### src/rtl/fp_pkg.sv
package fp_pkg;

  typedef enum logic [1:0] {
    SLOT_NONE = 2'd0,
    SLOT_SYNC = 2'd1,
    SLOT_DATA = 2'd2
  } slot_kind_e;

  function automatic slot_kind_e classify_slot(input logic valid, input logic sync);
    if (!valid)    return SLOT_NONE;
    else if (sync) return SLOT_SYNC;
    else           return SLOT_DATA;
  endfunction

endpackage

### src/rtl/fp_slot_counter.sv
module fp_slot_counter
  import fp_pkg::*;
#(
  parameter int FRAME_BITS = 8
) (
  input  logic       clk,
  input  logic       rst,
  input  slot_kind_e kind,
  output logic       open_o,
  output logic       last_o
);
  localparam int CW = $clog2(FRAME_BITS + 1);
  localparam logic [CW-1:0] LAST_POS = CW'(FRAME_BITS - 1);

  logic [CW-1:0] pos_q;
  logic          open_q;

  always_ff @(posedge clk) begin
    if (rst) begin
      open_q <= 1'b0;
      pos_q  <= '0;
    end else begin
      unique case (kind)
        SLOT_SYNC: begin
          open_q <= 1'b1;
          pos_q  <= '0;
        end
        SLOT_DATA: begin
          if (open_q) begin
            if (pos_q == LAST_POS) begin
              open_q <= 1'b0;
              pos_q  <= '0;
            end else begin
              pos_q <= pos_q + 1'b1;
            end
          end
        end
        default: ;
      endcase
    end
  end

  assign open_o = open_q;
  assign last_o = open_q && (pos_q == LAST_POS);

endmodule

### config.mk
export PLATFORM = sky130hd
export DESIGN_NAME = fp_slot_counter
export DESIGN_NICKNAME = d
export VERILOG_FILES = /design/src/rtl/fp_pkg.sv /design/src/rtl/fp_slot_counter.sv
export SDC_FILE = /design/constraint.sdc
export NUM_CORES = 1
export LEC_CHECK = 0
export ABC_AREA = 1
export ABC_CLOCK_PERIOD_IN_PS = 1000
export BUFFER_PORTS_ARGS = -buffer_cell sky130_fd_sc_hd__buf_2
export CORE_AREA = 3 3 40 42
export CTS_CLUSTER_DIAMETER = 40
export DETAILED_ROUTE_END_ITERATION = 7
export DIE_AREA = 0 0 43 45
export GPL_ROUTABILITY_DRIVEN = 0
export HOLD_SLACK_MARGIN = 0.15
export PLACE_DENSITY = 0.46
export REMOVE_ABC_BUFFERS = 1
export SLEW_MARGIN = 20
export SYNTH_ARGS = -nofsm -noshare
export SYNTH_HDL_FRONTEND = slang
export SYNTH_SLANG_ARGS = --single-unit
### constraint.sdc
create_clock -name clk -period 1 [get_ports clk]
set_input_delay 0.05 -clock clk [delete_from_list [all_inputs] [get_ports clk]]
set_output_delay 0.05 -clock clk [all_outputs]
set_load 0.1 [all_outputs]
# --- Yosys cells after proc, flatten, opt, wreduce, memory -nomap -nowiden ---
# Cells that the tools add are included.
totals:
  elab_cells: 16
  out_inout_bits: 2
  inputBits: 4
  ff_bits: 5
classes:
  eq_ne: 4
  add_sub_neg: 1
  muxes: 6
  n_reduce_logical: 3
op_table:
  columns: ["op", "count"]
  rows:
  - ["$mux W4", 2]
  - ["$pmux W4 S2", 1]
  - ["$add A4 B1 Y4 const B", 1]
  - ["$eq A4 B3 Y1 const B", 1]
  - ["$eq A2 B1 Y1 const B", 1]
  - ["$eq A2 B2 Y1 const B", 1]
  - ["$mux W1", 2]
  - ["$ne A2 B2 Y1 const B", 1]
  - ["$pmux W1 S2", 1]
  - ["$reduce_and A2 Y1", 1]
  - ["$reduce_bool A2 Y1", 1]
  - ["$logic_and A1 B1 Y1", 1]

# --- Depth between registers and ports, before layout ---
depth:
  ltp_word: 4
  ltp_mapped: 8
  mapped_depth_nobuf: 8

# --- Worst setup path after synthesis ---
# No wires, ideal clock.
synth_timing:
  path_type: "reg-to-output"
  start: "register open_q, in the netlist open_o"
  end: "output last_o"
  path_slack_ns: -1.407
  required_time_ns: 0.950
  path_buffers: 0
  arrival_ns: 2.357
  stages_incl_launch_ff: 3
  path_cell_list: "dfxtp_1 -> inv_1 -> nor2_1"
synth_between:
  elab_chain_len: 1
synth_rtl:
  columns: ["item", "line", "text"]
  rows:
  - ["start: declaration", "fp_slot_counter.sv:16", "logic open_q;"]
  - ["start signal: assignment", "fp_slot_counter.sv:20", "open_q <= 1'b0;"]
  - ["start signal: assignment", "fp_slot_counter.sv:25", "open_q <= 1'b1;"]
  - ["start signal: assignment", "fp_slot_counter.sv:31", "open_q <= 1'b0;"]
  - ["$logic_and A1 B1 Y1", "fp_slot_counter.sv:44", "assign last_o = open_q && (pos_q == LAST_POS);"]
  - ["end: declaration", "fp_slot_counter.sv:10", "output logic last_o"]
# No other way between the ends.

# --- Final worst setup path ---
layout_timing:
  start: "register pos_q[0]"
  end: "output last_o"
layout_between:
  elab_chain_len: 2
layout_rtl:
  columns: ["item", "line", "text"]
  rows:
  - ["start: declaration", "fp_slot_counter.sv:15", "logic [CW-1:0] pos_q;"]
  - ["start signal: assignment", "fp_slot_counter.sv:34", "pos_q <= pos_q + 1'b1;"]
  - ["$eq A4 B3 Y1", "fp_slot_counter.sv:44", null]
  - ["$logic_and A1 B1 Y1", "fp_slot_counter.sv:44", null]
# No other way between the ends.

==> run_results.csv <==
group,metric,value,unit
synth,ys.warnings.count,0,
final_layout,fin_area,484,sq um
sta,worst_pin_slew,0.177,ns
power,p_per_area,1190,mW/mm^2
sta,whs,0.230,ns
synth,synthAdderAreaFrac,13.2,%
synth,seq_area_frac_synth,35.1,%
detailed_routing,final_antenna_net_count,0,
synth,synth_top_family_by_area,"simple AND/OR/NAND/NOR gates",
power,p_sw_share,29.3,%
clock_tree,cts_max_level,1,
synth,netlist_instances,40,
synth,synth_xor_area_share,0,%
power,internal-power,0.000407,W
clock_tree,cts_buffers,3,
power,finalPower,0.000576,W
sta,period_share,117,%
detailed_routing,vias,310,
place,numPortBuffers,5,
sta,setup_ws,-0.171,ns
synth,synth_mux_area_share,0,%
clock_tree,clockBufferDepth,2,
power,irDropWorstVdd,0.597,mV
global_routing,overflow,0,
worst_setup_path,cp-start-kind,"register",
final_layout,fin_nets,63,
sta,slew_violations,0,
clock_tree,cts_tree,"yes",
global_routing,grt_pass1_vias,319,
detailed_routing,drc,0,
sta,hold_viol,0,
final_layout,drive_gt1_share,45.5,%
floorplanning,core-area,0.00128,sq mm
worst_setup_path,crit_path_end_kind,"output pin",
final_layout,syn2layout_area_growth,69.7,%
power,leakage,0.205,nW
power,share_comb_of_total_power,20.4,%
global_routing,grt_pass1_wl,1.29,mm
synth,synth_cell_types,12,
global_routing,gr-usage-all-layers,9.33,%
final_layout,insertedDiodeCount,0,
sta,relSlewSlack,88.2,%
flow_run,maxCapViolations,0,
clock_tree,clock_sinks,5,
global_routing,antenna_found_initial,0,
final_layout,num-fill-cells,134,
detailed_routing,drt-initial-drc-count,2,
place,place_ws,-0.0784,ns
hold_path,hp-class,"input pin to register",
sta,finalCriticalPeriod,1.17,ns
floorplanning,num_rows,13,
place,dp_hpwl,517,microns
synth,synthesis.area,285,sq um
sta,setup_viol_count_final,4,
power,seq_power_share,36.9,%
global_routing,grt_max_degree,6,
place,dp_cells,63,
worst_setup_path,worstPathArrival,1.12,ns
place,place_area,382,sq um
detailed_routing,wl_per_cell,10.7,microns
final_layout,fin_cells,70,
worst_setup_path,critical_path_peak_fanout,2,
floorplanning,initial_core_util,22.2,%
synth,synth_compound_area_share,18.0,%
floorplanning,dieArea,0.00194,sq mm
synth,ys_ff_latch,5,
worst_setup_path,critPathKind,"register to output pin",
clock_tree,clock-root-buffer,"clkbuf_4",
detailed_routing,viasPerCell,4.43,
clock_tree,clk_latency,0.25,ns
floorplanning,die_w,43,microns
run_status,violations,"setup timing",
detailed_routing,drtPass1Iterations,3,
floorplanning,fp.dieH,45,microns
power,p_sw,0.000168,W
detailed_routing,routed_wl,747,microns
sta,grt_setup_unrepaired,"yes",
clock_tree,clkTransAtPathRegs,0.05,ns
worst_setup_path,worst_ep_required_time,0.95,ns
power,pwr-share-clk,42.8,%
run_status,status,"finished, violations left",
floorplanning,ioPinCount,6,
synth,syn_area_per_cell,7.13,sq um
synth,synthSimpleGateAreaFrac,25.9,%
sta,fmax,854,MHz
sta,skew,0.000803,ns
## state kept, by name (all words and copies together), names as in the netlist
signal / flops
open_o: 1
pos_q: 4
## final cells by class
cell class	instances	area, sq um	area share [%]
repair buffers	11	106	22.0
multi-input cells	29	206	42.6
flip-flops and latches	5	104	21.4
well taps	15	18.8	3.88
clock buffers	4	26.3	5.43
inverters	6	22.5	4.65
## what timing repair did
action | in CTS | in global routing
buffers inserted | 2 | 0
resized for setup | 10 | 5
endpoints found under the hold margin | 4 | 0
setup endpoints to repair | 4 | 6
hold buffers | 1 | 0
pin swaps | 2 | 5
## cells in the mapped netlist (all sizes together)
| cell | count | share of area, % |
|---|---|---|
| a21oi | 6 | 12 |
| or2 | 1 | 2.2 |
| ha | 3 | 13 |
| inv | 6 | 7.9 |
| nor2 | 4 | 5.3 |
| nand4 | 1 | 2.2 |
| o21a | 1 | 2.6 |
| o21ai | 2 | 3.5 |
| nand3 | 4 | 7.0 |
| dfxtp | 5 | 35 |
| nand2 | 7 | 9.2 |
## path summary, 6_finish.rpt
kind	start	to	slack [ns]	cells past startpoint
worst min register to register	pos_q[3]$_SDFFE_PP0P_	pos_q[3]$_SDFFE_PP0P_	0.53	2
worst max register to register	pos_q[0]$_SDFFE_PP0P_	pos_q[3]$_SDFFE_PP0P_	-0.16	7
worst min-delay path	kind[1]	open_o$_SDFFE_PP0P_	0.23	4
worst max-delay path	pos_q[0]$_SDFFE_PP0P_	last_o	-0.17	4
## critical path: stages (launching register included)
cell and delay, ns:
dfxtp_2 0.34, ha_4 0.15, nand3_4 0.09, nor2_4 0.11, buf_12 0.18
## metrics by stage
stage	TNS [ns]	util (%)
floorplan	-4.00	-
global placement	-0.118	29.7
detailed placement	-0.126	29.7
CTS	-0.430	36.7
global route	-0.743	37.7
finish	-0.441	37.7
## cells in the final DEF, fill, tap and decap left out
master | synthesis | layout
o21ai_0 | 2 | 1
buf_12 | 0 | 2
a21oi_1 | 5 | 5
buf_4 | 0 | 4
nor2_1 | 4 | 1
dfxtp_1 | 5 | 2
dfxtp_2 | 0 | 3
o21a_1 | 1 | 1
nand2_1 | 7 | 6
o21ai_2 | 0 | 1
nor2_2 | 0 | 2
buf_6 | 0 | 1
nand4_1 | 1 | 1
dlygate4sd3_1 | 0 | 1
clkbuf_4 | 0 | 3
clkbuf_1 | 0 | 1
nor2_4 | 0 | 1
nand2_2 | 0 | 1
nand3_1 | 4 | 3
buf_2 | 0 | 3
ha_4 | 0 | 1
inv_1 | 6 | 6
a21oi_2 | 1 | 1
nand3_4 | 0 | 1
ha_1 | 3 | 2
or2_2 | 1 | 1
## metal layers
metal / global-route usage, % / vias up / routed length [microns] / share of wire (%)
li1: - / 160 / - / -
met1: 9.40 / 142 / 304 / 41
met2: 16.8 / 6 / 399 / 53
met3: 3.19 / 2 / 34 / 4.6
met4: 5.42 / 0 / 8 / 1.1
met5: 0 / - / 0 / 0
## cell families after synthesis
kind of cell / Yosys count
AOI/OAI and AO/OA: 9
adders and majority gates: 3
buffers and inverters: 6
DFF: 5
and+or+nand+nor: 17
## power by group through the flow
stage | registers (W) | clock network [W] | logic (W)
after detailed placement | 0.000214 | 0 | 0.000105
final | 0.000212 | 0.000246 | 0.000117
after global placement | 0.000214 | 0 | 0.000105
after global routing | 0.000212 | 0.000270 | 0.000127
after floorplan | 0.000244 | 0 | 0.0000303
after CTS | 0.000211 | 0.000253 | 0.000115
Power figures use the tool's default switching activity.
